==> config.mk <==
export PLATFORM = sky130hd
export DESIGN_NAME = fsp_pack
export DESIGN_NICKNAME = d
export VERILOG_FILES = /design/src/rtl/fsp_pkg.sv /design/src/rtl/fsp_rshift_sticky.sv /design/src/rtl/fsp_round_dec.sv /design/src/rtl/fsp_ovf_sel.sv /design/src/rtl/fsp_pack.sv
export SDC_FILE = /design/constraint.sdc
export NUM_CORES = 1
export LEC_CHECK = 0
export BUFFER_PORTS_ARGS = -buffer_cell sky130_fd_sc_hd__buf_4
export CORE_MARGIN = 4
export CORE_UTILIZATION = 25
export CTS_CLUSTER_SIZE = 20
export DETAILED_ROUTE_END_ITERATION = 16
export PLACE_DENSITY = 0.4
export SKIP_LAST_GASP = 1
export SLEW_MARGIN = 15
export SYNTH_ARGS = -nofsm -noshare
export SYNTH_HDL_FRONTEND = slang
export SYNTH_SLANG_ARGS = --single-unit
export TNS_END_PERCENT = 5
==> constraint.sdc <==
create_clock -name clk_i -period 0.8 [get_ports clk_i]
set_input_delay 0.16 -clock clk_i [delete_from_list [all_inputs] [get_ports clk_i]]
set_output_delay 0.16 -clock clk_i [all_outputs]
set_load 0.1 [all_outputs]
==> src/rtl/fsp_pkg.sv <==
package fsp_pkg;
  typedef enum logic [1:0] {
    CLS_ZERO = 2'd0,
    CLS_NUM  = 2'd1,
    CLS_INF  = 2'd2,
    CLS_NAN  = 2'd3
  } cls_e;

  typedef enum logic [1:0] {
    RM_NEAR = 2'd0,
    RM_ZERO = 2'd1,
    RM_DOWN = 2'd2,
    RM_UP   = 2'd3
  } rmode_e;
endpackage

==> src/rtl/fsp_rshift_sticky.sv <==
module fsp_rshift_sticky #(
  parameter int W    = 26,
  parameter int SH_W = 5
) (
  input  logic [W-1:0]    in_i,
  input  logic [SH_W-1:0] amt_i,
  output logic [W-1:0]    out_o,
  output logic            lost_o
);
  logic [W-1:0] mask;

  assign out_o  = in_i >> amt_i;
  assign mask   = ~({W{1'b1}} << amt_i);
  assign lost_o = |(in_i & mask);
endmodule

==> src/rtl/fsp_round_dec.sv <==
module fsp_round_dec
  import fsp_pkg::*;
(
  input  logic [1:0] rmode_i,
  input  logic       sign_i,
  input  logic       lsb_i,
  input  logic       g_i,
  input  logic       r_i,
  input  logic       s_i,
  output logic       inc_o,
  output logic       inexact_o
);
  rmode_e mode;

  assign mode      = rmode_e'(rmode_i);
  assign inexact_o = g_i | r_i | s_i;

  always_comb begin
    unique case (mode)
      RM_NEAR: inc_o = g_i & (r_i | s_i | lsb_i);
      RM_ZERO: inc_o = 1'b0;
      RM_DOWN: inc_o = sign_i & inexact_o;
      RM_UP:   inc_o = ~sign_i & inexact_o;
      default: inc_o = 1'b0;
    endcase
  end
endmodule

==> src/rtl/fsp_ovf_sel.sv <==
module fsp_ovf_sel
  import fsp_pkg::*;
(
  input  logic [1:0] rmode_i,
  input  logic       sign_i,
  output logic       to_inf_o
);
  always_comb begin
    unique case (rmode_e'(rmode_i))
      RM_NEAR: to_inf_o = 1'b1;
      RM_ZERO: to_inf_o = 1'b0;
      RM_DOWN: to_inf_o = sign_i;
      RM_UP:   to_inf_o = ~sign_i;
      default: to_inf_o = 1'b1;
    endcase
  end
endmodule

==> src/rtl/fsp_pack.sv <==
module fsp_pack
  import fsp_pkg::*;
#(
  parameter int FRAC_W = 23,
  parameter int EXPF_W = 8,
  parameter int EXPI_W = 10
) (
  input  logic                       clk_i,
  input  logic                       rst_ni,
  input  logic                       valid_i,
  input  logic [1:0]                 cls_i,
  input  logic                       sign_i,
  input  logic [EXPI_W-1:0]          exp_i,
  input  logic [FRAC_W+2:0]          sig_i,
  input  logic                       sticky_i,
  input  logic [1:0]                 rmode_i,
  output logic                       valid_o,
  output logic [FRAC_W+EXPF_W:0]     word_o,
  output logic                       inexact_o,
  output logic                       ovf_o,
  output logic                       unf_o
);
  localparam int SIG_W  = FRAC_W + 3;
  localparam int WORD_W = FRAC_W + EXPF_W + 1;
  localparam int BIAS   = (1 << (EXPF_W - 1)) - 1;
  localparam int EMAX   = (1 << EXPF_W) - 1;
  localparam int BE_W   = EXPI_W + 2;
  localparam int SH_MAX = SIG_W + 1;
  localparam int SH_W   = $clog2(SH_MAX + 1);

  // exponent biasing and subnormal shift amount
  logic signed [BE_W-1:0] biased, exp_fin;
  logic [BE_W-1:0]        neg_u;
  logic                   is_sub;
  logic [SH_W-1:0]        amt;

  assign biased = $signed({{(BE_W-EXPI_W){exp_i[EXPI_W-1]}}, exp_i}) + $signed(BE_W'(BIAS));
  assign is_sub = biased[BE_W-1] || (biased == '0);
  assign neg_u  = BE_W'(1) - $unsigned(biased);
  assign amt    = !is_sub ? '0 :
                  (neg_u > BE_W'(SH_MAX)) ? SH_W'(SH_MAX) : neg_u[SH_W-1:0];

  logic [SIG_W-1:0] sh;
  logic             lost;

  fsp_rshift_sticky #(.W(SIG_W), .SH_W(SH_W)) u_shift (
    .in_i   (sig_i),
    .amt_i  (amt),
    .out_o  (sh),
    .lost_o (lost)
  );

  logic inc, inx;

  fsp_round_dec u_round (
    .rmode_i   (rmode_i),
    .sign_i    (sign_i),
    .lsb_i     (sh[2]),
    .g_i       (sh[1]),
    .r_i       (sh[0]),
    .s_i       (sticky_i | lost),
    .inc_o     (inc),
    .inexact_o (inx)
  );

  logic to_inf;

  fsp_ovf_sel u_ovf (
    .rmode_i  (rmode_i),
    .sign_i   (sign_i),
    .to_inf_o (to_inf)
  );

  // rounded significand: one bit wider to catch the carry into 2.0
  logic [FRAC_W+1:0] rounded;
  logic              carry, promote, ovf;

  assign rounded = {1'b0, sh[SIG_W-1:2]} + {{(FRAC_W+1){1'b0}}, inc};
  assign carry   = rounded[FRAC_W+1];
  assign promote = rounded[FRAC_W];
  assign exp_fin = biased + $signed({{(BE_W-1){1'b0}}, carry});
  assign ovf     = !is_sub && (exp_fin >= $signed(BE_W'(EMAX)));

  logic [WORD_W-1:0] word_d;
  logic              inx_d, ovf_d, unf_d;

  always_comb begin
    word_d = '0;
    inx_d  = 1'b0;
    ovf_d  = 1'b0;
    unf_d  = 1'b0;
    unique case (cls_e'(cls_i))
      CLS_ZERO: word_d = {sign_i, {(WORD_W-1){1'b0}}};
      CLS_INF:  word_d = {sign_i, {EXPF_W{1'b1}}, {FRAC_W{1'b0}}};
      CLS_NAN:  word_d = {sign_i, {EXPF_W{1'b1}}, 1'b1, sig_i[SIG_W-3:2]};
      CLS_NUM: begin
        inx_d = inx;
        if (is_sub) begin
          // promote lands on exponent 1 with a zero fraction
          word_d = {sign_i, {(EXPF_W-1){1'b0}}, promote, rounded[FRAC_W-1:0]};
          unf_d  = inx & ~promote;
        end else if (ovf) begin
          ovf_d = 1'b1;
          inx_d = 1'b1;
          word_d = to_inf ? {sign_i, {EXPF_W{1'b1}}, {FRAC_W{1'b0}}}
                          : {sign_i, {(EXPF_W-1){1'b1}}, 1'b0, {FRAC_W{1'b1}}};
        end else begin
          word_d = {sign_i, exp_fin[EXPF_W-1:0], rounded[FRAC_W-1:0]};
        end
      end
      default: word_d = '0;
    endcase
  end

  always_ff @(posedge clk_i or negedge rst_ni) begin
    if (!rst_ni) begin
      valid_o   <= 1'b0;
      word_o    <= '0;
      inexact_o <= 1'b0;
      ovf_o     <= 1'b0;
      unf_o     <= 1'b0;
    end else begin
      valid_o <= valid_i;
      if (valid_i) begin
        word_o    <= word_d;
        inexact_o <= inx_d;
        ovf_o     <= ovf_d;
        unf_o     <= unf_d;
      end
    end
  end
endmodule

==> results of run 1 <==
-- registers in the layout, indices dropped and copies added, names as in the netlist --
register   cells
word_o        32
unf_o          1
inexact_o      1
valid_o        1
ovf_o          1
-- synth_stat cells, drive strengths merged (4+ instances only) --
master     n
a221oi     7
nand4     11
mux2       5
xor2       8
a31oi     23
o211ai     8
buf       26
and2      11
inv       18
and3       7
or3       13
nand2    114
a21o       7
o221ai     7
nand2b     8
a31o       4
xnor2     24
nand3     23
a22oi      7
a21boi     4
o311ai     5
o21a       7
o21ai     45
a21oi     63
o31ai     14
dfrtp     36
o31a       4
ha         8
nor2      87
clkbuf    37
nor3      24
mux2i     23
a211oi    26
a2111oi    7
nor4      14
o22ai     17
-- worst paths after layout --
kind	start	endpoint	slack (ns)	cells past startpoint
max	exp_i[0]	word_o[9]	-5.68	35
min	cls_i[1]	word_o[23]	0.17	3
max reg2reg	word_o[31]	word_o[31]	0.05	1
min reg2reg	inexact_o	inexact_o	0.50	1
max in group asynchronous	rst_ni	word_o[25]	0.18	3
min in group asynchronous	rst_ni	word_o[12]	0.25	2
-- logic make-up after synthesis --
family	share of synthesized area
and+or+nand+nor	0.285
AOI/OAI and AO/OA	0.371
buffers and inverters	0.0626
DFF	0.156
xor gates and xnor gates	0.0541
muxes	0.0537
adders and majority gates	0.0174
-- critical path: cells and delay by family --
| kind | cells | cell delay (ns) |
|---|---|---|
| AND/OR/NAND/NOR | 13 | 2.41 |
| AO/OA/AOI/OAI | 10 | 2.37 |
| buffers and inverters | 7 | 0.76 |
| adder cells (fa/ha/maj) | 5 | 0.90 |
-- layer usage --
layer	up-vias	part of all wire	wire, µm	global-route usage
li1	3867	-	-	-
met3	83	0.075	2470	0.0405
met2	375	0.43	14300	0.390
met1	3878	0.44	14600	0.350
met5	-	0	0	0
met4	0	0.051	1700	0.101
-- power breakdown --
part	switching, mW	total [mW]	internal, mW
clock	0.843	2.31	1.47
combinational	5.29	8.73	3.44
sequential	0.130	2.16	2.03
-- cell type report --
cell class	count	area, µm²
fill	2333	12400
inverter	18	80.1
tap	285	357
clock buffer	5	125
multi-input combinational	694	5090
timing repair buffer	443	3600
sequential	36	901
clock inverter	3	42.5
-- timing repair --
action | CTS | global route
gates resized for setup | 45 | 56
hold buffers | 1 | 0
hold endpoints to repair | 36 | 0
cloned | 1 | 1
buffers inserted | 21 | 13
endpoints found under the setup margin | 70 | 70
pin swaps | 25 | 35
-- through the flow --
| step | std cells | setup TNS, ns | hold slack, ns | setup slack (ns) |
|---|---|---|---|---|
| after floorplan | 810 | -213.26 | -0.136 | -6.18 |
| after global placement | 1440 | -212.99 | 0.0155 | -6.48 |
| after detailed placement | 1440 | -215.67 | 0.0178 | -6.54 |
| after CTS | 1471 | -204.89 | 0.170 | -5.85 |
| after global routing | 1484 | -212.81 | 0.199 | -6.06 |
| final | 1484 | -198.74 | 0.170 | -5.68 |
==> flow_summary.ini, run 1 <==
[clocking]
clockBufferDepth = 2
clk_pin_slew_ns = 0.06
cts_inserted_buffers = 5
clock_latency_ns = 0.29
htree_num_levels = 2
root_buffer = clkbuf_16
clkSinkCount = 36
tritoncts = yes

[cells_and_area]
antenna_cells = 0
fin_nets = 1251
mostFrequentLayoutCell = buf_4
drive_above_1_share = 0.485
fin_area_mm2 = 0.0102
final_core_util = 0.450
final_cell_mix = buf_4 (412), nand2_1 (109), nor2_1 (76)
syn_to_final_growth_pct = 77.1

[logic_synthesis]
yosysWarnings = 0
synth_nets = 863
synthesis.area_mm2 = 0.00576
synthTopCellsByArea = dfrtp_1 (16%), nand2_1 (7.4%), nor2_1 (5.5%)
yosysTopAreaCell = dfrtp_1
synth_edf_count = 0
avgSynthCellArea_um2 = 7.11
ys_async_sr_fraction = 1.00
seq_area_frac_synth = 0.156
syn_inst = 810
ys.flop_type = dfrtp_1
synth_top_area_frac = 0.156
synth_cell_types = 92
yosys_register_bits = 36

[floorplan]
start_util = 0.254
die_h_um = 160
ios = 81
die_area_mm2 = 0.0255
rows = 55
core_mm2 = 0.0226
die_x_um = 160

[timing]
tightestPinTransition_ns = 0.887
setup_violations = 70
hold_viol_final = 0
skew_ns = 0
finalCriticalPeriod_ns = 6.48
setup_slack_ns = -5.68
rsz0062_at_grt = yes
fmax_ghz = 0.154
max_slew_margin = 0.404
period_share = 8.10
finalMaxSlewViolations = 0

[run_status]
status = complete, but fails checks
violations = setup timing

[grt]
grt_overflow_total = 0
grt_max_degree = 23
track_usage = 0.252
antenna_found_initial = 0
grt_pass1_vias = 8135
grt_pass1_wl_mm = 50.1

[worst_setup_path]
cp.arrival_ns = 6.64
cp-start-kind = input pin
worstSetupPathType = in2reg
crit_path_max_incr_delay_ns = 0.54
required_ns = 0.96
crit_path_top_delay_cell = or4b_4
critPathCaptureType = flop
cp_max_fo = 14

[pwr]
power.leakage_nw = 4.39
powerDensity_mw_per_mm2 = 1290
ir_worst_vdd_v = 0.000857
power_mw = 13.2

[routing]
wl_mm = 33.1
wl_per_cell_um = 22.3
vias = 8203
ant_nets = 0
drtPass1Iterations = 7
drt_iter0_markers = 583
drc = 0
drt-vias-per-instance = 5.53

[hold_path]
hp-class = in2reg

[placed_design]
hpwl_mm = 27.1
globalplace.congestion = 0.996
portBuffers = 80
placed_area_mm2 = 0.00929

[flow_run]
drv_cap = 0
Note: power is estimated with default switching activity, not from simulation.
==> inputs of run 2 (changes only) <==
--- a/config.mk
+++ b/config.mk
@@ -5,7 +5,7 @@
 export SDC_FILE = /design/constraint.sdc
 export NUM_CORES = 1
 export LEC_CHECK = 0
-export BUFFER_PORTS_ARGS = -buffer_cell sky130_fd_sc_hd__buf_4
+export BUFFER_PORTS_ARGS = -buffer_cell sky130_fd_sc_hd__buf_2
 export CORE_MARGIN = 4
 export CORE_UTILIZATION = 25
 export CTS_CLUSTER_SIZE = 20
==> run 2 against run 1 <==
Against the previous run: the flow still finishes with violations (setup timing); register-to-register slack got worse by 0.03 ns; die area did not move; critical path type unchanged; hold slack improved by 0.023 ns; clock skew did not move.
==> flow_summary.ini, run 2 (synthesis gave the netlist of run 1 again) <==
[cells_and_area]
fin_area_mm2 = 0.0106
fin_nets = 1263
final_core_util = 0.470
syn_to_final_growth_pct = 84.6
antenna_cells = 0
n_fill_cell = 2312
largest_reg_flops = 32
drive_above_1_share = 0.494
final_cell_mix = buf_4 (344), nand2_1 (108), nor2_1 (78)
mostFrequentLayoutCell = buf_4
regMostFlops = word_o

[grt]
track_usage = 0.257
antenna_found_initial = 0
grt_pass1_wl_mm = 51.1
grt_pass1_vias = 8341
grt_overflow_total = 0
grt_max_degree = 37

[routing]
vias = 8306
wl_mm = 33.8
drt-vias-per-instance = 5.55
drt_iter0_markers = 679
ant_nets = 0
drc = 0
drtPass1Iterations = 5
wl_per_cell_um = 22.6

[placed_design]
placed_area_mm2 = 0.00962
hpwl_mm = 27.3
portBuffers = 80
globalplace.congestion = 1.01

[worst_setup_path]
cp-start-kind = input pin
critPathCaptureType = flop
worst_path_most_repeated_cell = ha_4
worstSetupPathType = in2reg
crit_path_max_incr_delay_ns = 0.47
cp.arrival_ns = 6.95
required_ns = 1.00
crit_path_top_delay_cell = or4_4
cp_max_fo = 6

[timing]
finalCriticalPeriod_ns = 6.75
rsz0062_at_grt = yes
period_share = 8.44
skew_ns = 0
fmax_ghz = 0.148
max_slew_margin = 0.435
setup_slack_ns = -5.95
hold_viol_final = 0
tightestPinTransition_ns = 0.826
setup_violations = 70
finalMaxSlewViolations = 0

[flow_run]
drv_cap = 0

[pwr]
internal_power_mw = 7.19
powerDensity_mw_per_mm2 = 1280
combPwrFrac = 0.688
clockPowerShare = 0.145
swShare = 0.472
power.leakage_nw = 4.56
ir_worst_vdd_v = 0.000831
p_sw_mw = 6.41
seq_power_share = 0.167

[floorplan]
die_area_mm2 = 0.0255
die_x_um = 160
ios = 81
rows = 55
die_h_um = 160
core_mm2 = 0.0226
start_util = 0.254

[clocking]
clkSinkCount = 36
clockBufferDepth = 2
cts_inserted_buffers = 5
root_buffer = clkbuf_16
clk_pin_slew_ns = 0.06
clock_latency_ns = 0.29
htree_num_levels = 2
tritoncts = yes

[run_status]
violations = setup timing
status = complete, but fails checks

[hold_path]
hp-class = in2reg
run 2: timing repair:
action	4_1_cts	5_1_grt
hold buffers	1	0
endpoints found under the setup margin	70	71
cloned	3	0
gates resized for setup	59	57
buffers inserted	21	20
pin swaps	33	31
hold endpoints to repair	36	0
run 2: per-layer routing:
layer / routed length (µm) / global-route usage
met1: 14600 / 0.351
met2: 15000 / 0.402
met3: 2460 / 0.0413
met4: 1750 / 0.108
met5: 0 / 0
run 2: power by group through the flow:
stage	Combinational [mW]	Sequential [mW]	Clock, mW
after floorplan	2.97	3.68	0
after global placement	8.61	2.31	0
after detailed placement	8.56	2.30	0
after CTS	8.97	2.27	2.01
after global routing	9.81	2.30	2.10
final	9.36	2.27	1.97
run 2: stage by stage:
stage / total power [mW] / TNS, ns / hold WS [ns] / std cells / worst slack, ns
final: 13.6 / -205.68 / 0.193 / 1496 / -5.95
after global routing: 14.2 / -217.56 / 0.204 / 1496 / -6.24
after CTS: 13.3 / -204.64 / 0.192 / 1478 / -5.91
after detailed placement: 10.9 / -214.70 / 0.137 / 1445 / -6.49
after global placement: 10.9 / -211.55 / 0.136 / 1445 / -6.39
after floorplan: 6.65 / -213.26 / -0.136 / 810 / -6.18
run 2: cell type report:
type                    count  area [µm²]  area share
multi-input cells         695        5160       0.486
clock inverters             3        18.8     0.00177
inverters                  18        78.8     0.00742
well taps                 285         357      0.0335
clock buffers               5         125      0.0118
repair buffers            454        3990       0.375
flip-flops and latches     36         901      0.0847
run 2: final timing paths:
check	depth (start not counted)	startpoint	endpoint	slack, ns
worst max-delay path	40	exp_i[0]	word_o[6]	-5.95
worst min-delay path	3	sign_i	word_o[31]	0.19
worst max register to register	1	word_o[31]	word_o[31]	0.02
worst min register to register	1	inexact_o	inexact_o	0.55
max in group asynchronous	3	rst_ni	word_o[3]	0.23
min in group asynchronous	3	rst_ni	word_o[16]	0.36
run 2: worst max-delay path: cells and delay by family:
| kind | cells | cell delay, ns |
|---|---|---|
| compound gates | 15 | 2.62 |
| fa+ha+maj | 6 | 1.37 |
| buf+inv | 9 | 1.11 |
| simple gates | 10 | 1.65 |
==> inputs of run 3 (changes only) <==
--- a/config.mk
+++ b/config.mk
@@ -16,4 +16,4 @@
 export SYNTH_ARGS = -nofsm -noshare
 export SYNTH_HDL_FRONTEND = slang
 export SYNTH_SLANG_ARGS = --single-unit
-export TNS_END_PERCENT = 5
+export TNS_END_PERCENT = 50
==> run 3 against run 2 <==
Against the previous run: the run still ends with setup timing left; wire length rose by 0.23%; sequential cell count did not move; clock power barely moved; core utilization rose by 2.2 points; combinational power rose by 3.7%; power rose by 2.7%; global-route usage fell by 0.48 points; clock-buffer cell count did not move; critical endpoint is now word_o[0]; largest power group unchanged; highest routed layer unchanged.
==> flow_summary.ini, run 3 (synthesis gave the netlist of run 1 again) <==
[grt]
grtUsageMet2 = 0.395
use_met1 = 0.356
met3_usage = 0.0317
grt_overflow_total = 0
antenna_found_initial = 0
grt_pass1_vias = 8292
track_usage = 0.252
grt_max_degree = 37
busiest_layer = met2
grt_pass1_wl_mm = 50.4

[routing]
ant_nets = 0
wl_mm = 33.9
drtPass1Iterations = 5
vias = 8451
drt-vias-per-instance = 5.57
wl_per_cell_um = 22.4
drt_iter0_markers = 774
drc = 0

[timing]
fmax_ghz = 0.151
setup_slack_ns = -5.82
hold_ws_ns = 0.201
hold_viol_final = 0
finalCriticalPeriod_ns = 6.62
setup_violations = 71
period_share = 8.27
tightestPinTransition_ns = 0.617
max_slew_margin = 0.578
skew_ns = 0
rsz0062_at_grt = yes
finalMaxSlewViolations = 0

[placed_design]
hpwl_mm = 27.1
portBuffers = 80
globalplace.congestion = 1.00
dp_cells = 1457
placed_area_mm2 = 0.00972

[cells_and_area]
final_cell_count_no_fill = 1516
mostFrequentLayoutCell = buf_4
regMostFlops = word_o
fin_area_mm2 = 0.0111
n_fill_cell = 2241
drive_above_1_share = 0.537
final_cell_mix = buf_4 (357), nand2_1 (105), nor2_1 (68)
antenna_cells = 0
largest_reg_flops = 32
syn_to_final_growth_pct = 93.3
fin_nets = 1283

[clocking]
clockBufferDepth = 2
cts_inserted_buffers = 5
root_buffer = clkbuf_16
clock_latency_ns = 0.28
htree_num_levels = 2
clkSinkCount = 36
clk_pin_slew_ns = 0.06
tritoncts = yes

[worst_setup_path]
cp_max_fo = 8
crit_path_top_delay_cell = or4_4
ff2ff_setup_slack_ns = -0.06
worstSetupPathType = in2reg
worst_path_most_repeated_cell = buf_6
critPathCaptureType = flop
required_ns = 1.00
cp-start-kind = input pin
crit_path_max_incr_delay_ns = 0.46
cp.arrival_ns = 6.82

[run_status]
status = complete, but fails checks
violations = setup timing

[floorplan]
core_mm2 = 0.0226
die_h_um = 160
die_x_um = 160
die_area_mm2 = 0.0255
ios = 81
rows = 55
start_util = 0.254

[pwr]
power.leakage_nw = 4.76
ir_worst_vdd_v = 0.000909
powerDensity_mw_per_mm2 = 1260

[hold_path]
hp-class = in2reg

[flow_run]
drv_cap = 0
run 3: cell count changes in the layout (fill, tap and decap cells not counted), sizes merged:
cell,previous run,this run
inv,17,18
and2,11,12
o21ai,46,45
buf,452,472
clkbuf,6,7
a31oi,24,23
clkinvlp,1,0
run 3: worst paths after layout:
check	depth (start not counted)	endpoint	from
setup / recovery	38	word_o[0]	exp_i[0]
hold / removal	3	word_o[31]	sign_i
setup reg to reg	1	word_o[31]	word_o[31]
hold reg to reg	1	inexact_o	inexact_o
max in group asynchronous	3	word_o[31]	rst_ni
min in group asynchronous	3	word_o[16]	rst_ni
run 3: power by group:
part	switching, mW	leakage (nW)	total [mW]	internal (mW)
sequential	0.264	0.434	2.30	2.03
combinational	5.50	4.25	9.71	4.21
clock	0.820	0.0736	1.97	1.15
total	6.58	4.76	14.0	7.39
run 3: metrics by stage:
stage / setup WS [ns] / TNS [ns] / total power, mW / util
after global placement: -6.64 / -218.49 / 11.0 / 0.430
after global routing: -6.10 / -211.57 / 14.6 / 0.492
after CTS: -5.96 / -206.49 / 13.3 / 0.460
after detailed placement: -6.69 / -220.66 / 10.9 / 0.430
after floorplan: -6.18 / -212.45 / 6.66 / -
final: -5.82 / -202.12 / 14.0 / 0.492
run 3: worst max-delay path: cells and delay by family:
kind	cells	cell delay, ns
compound gates	12	2.53
fa+ha+maj	4	0.75
buf+inv	8	0.93
mux	1	0.16
simple gates	13	2.26
run 3: layout make-up:
type	count	area, µm²	area share
Multi-Input combinational cell	694	5440	0.489
Timing Repair Buffer	475	4210	0.378
Sequential cell	36	905	0.0813
Tap cell	285	357	0.0320
Clock buffer	5	125	0.0112
Inverter	18	75.1	0.00674
Clock inverter	3	18.8	0.00169
run 3: repair_timing:
action	in CTS	in global routing
endpoints found under the setup margin	71	71
hold endpoints to repair	36	0
pin swaps	41	69
gates cloned	2	1
gates resized for setup	73	104
setup buffers	27	26
hold buffers	1	0
run 3: routing by layer:
| metal | wire [µm] | vias up |
|---|---|---|
| met4 | 1290 | 0 |
| met2 | 15300 | 410 |
| met3 | 2490 | 68 |
| li1 | - | 3918 |
| met1 | 14900 | 4055 |
| met5 | 0 | - |
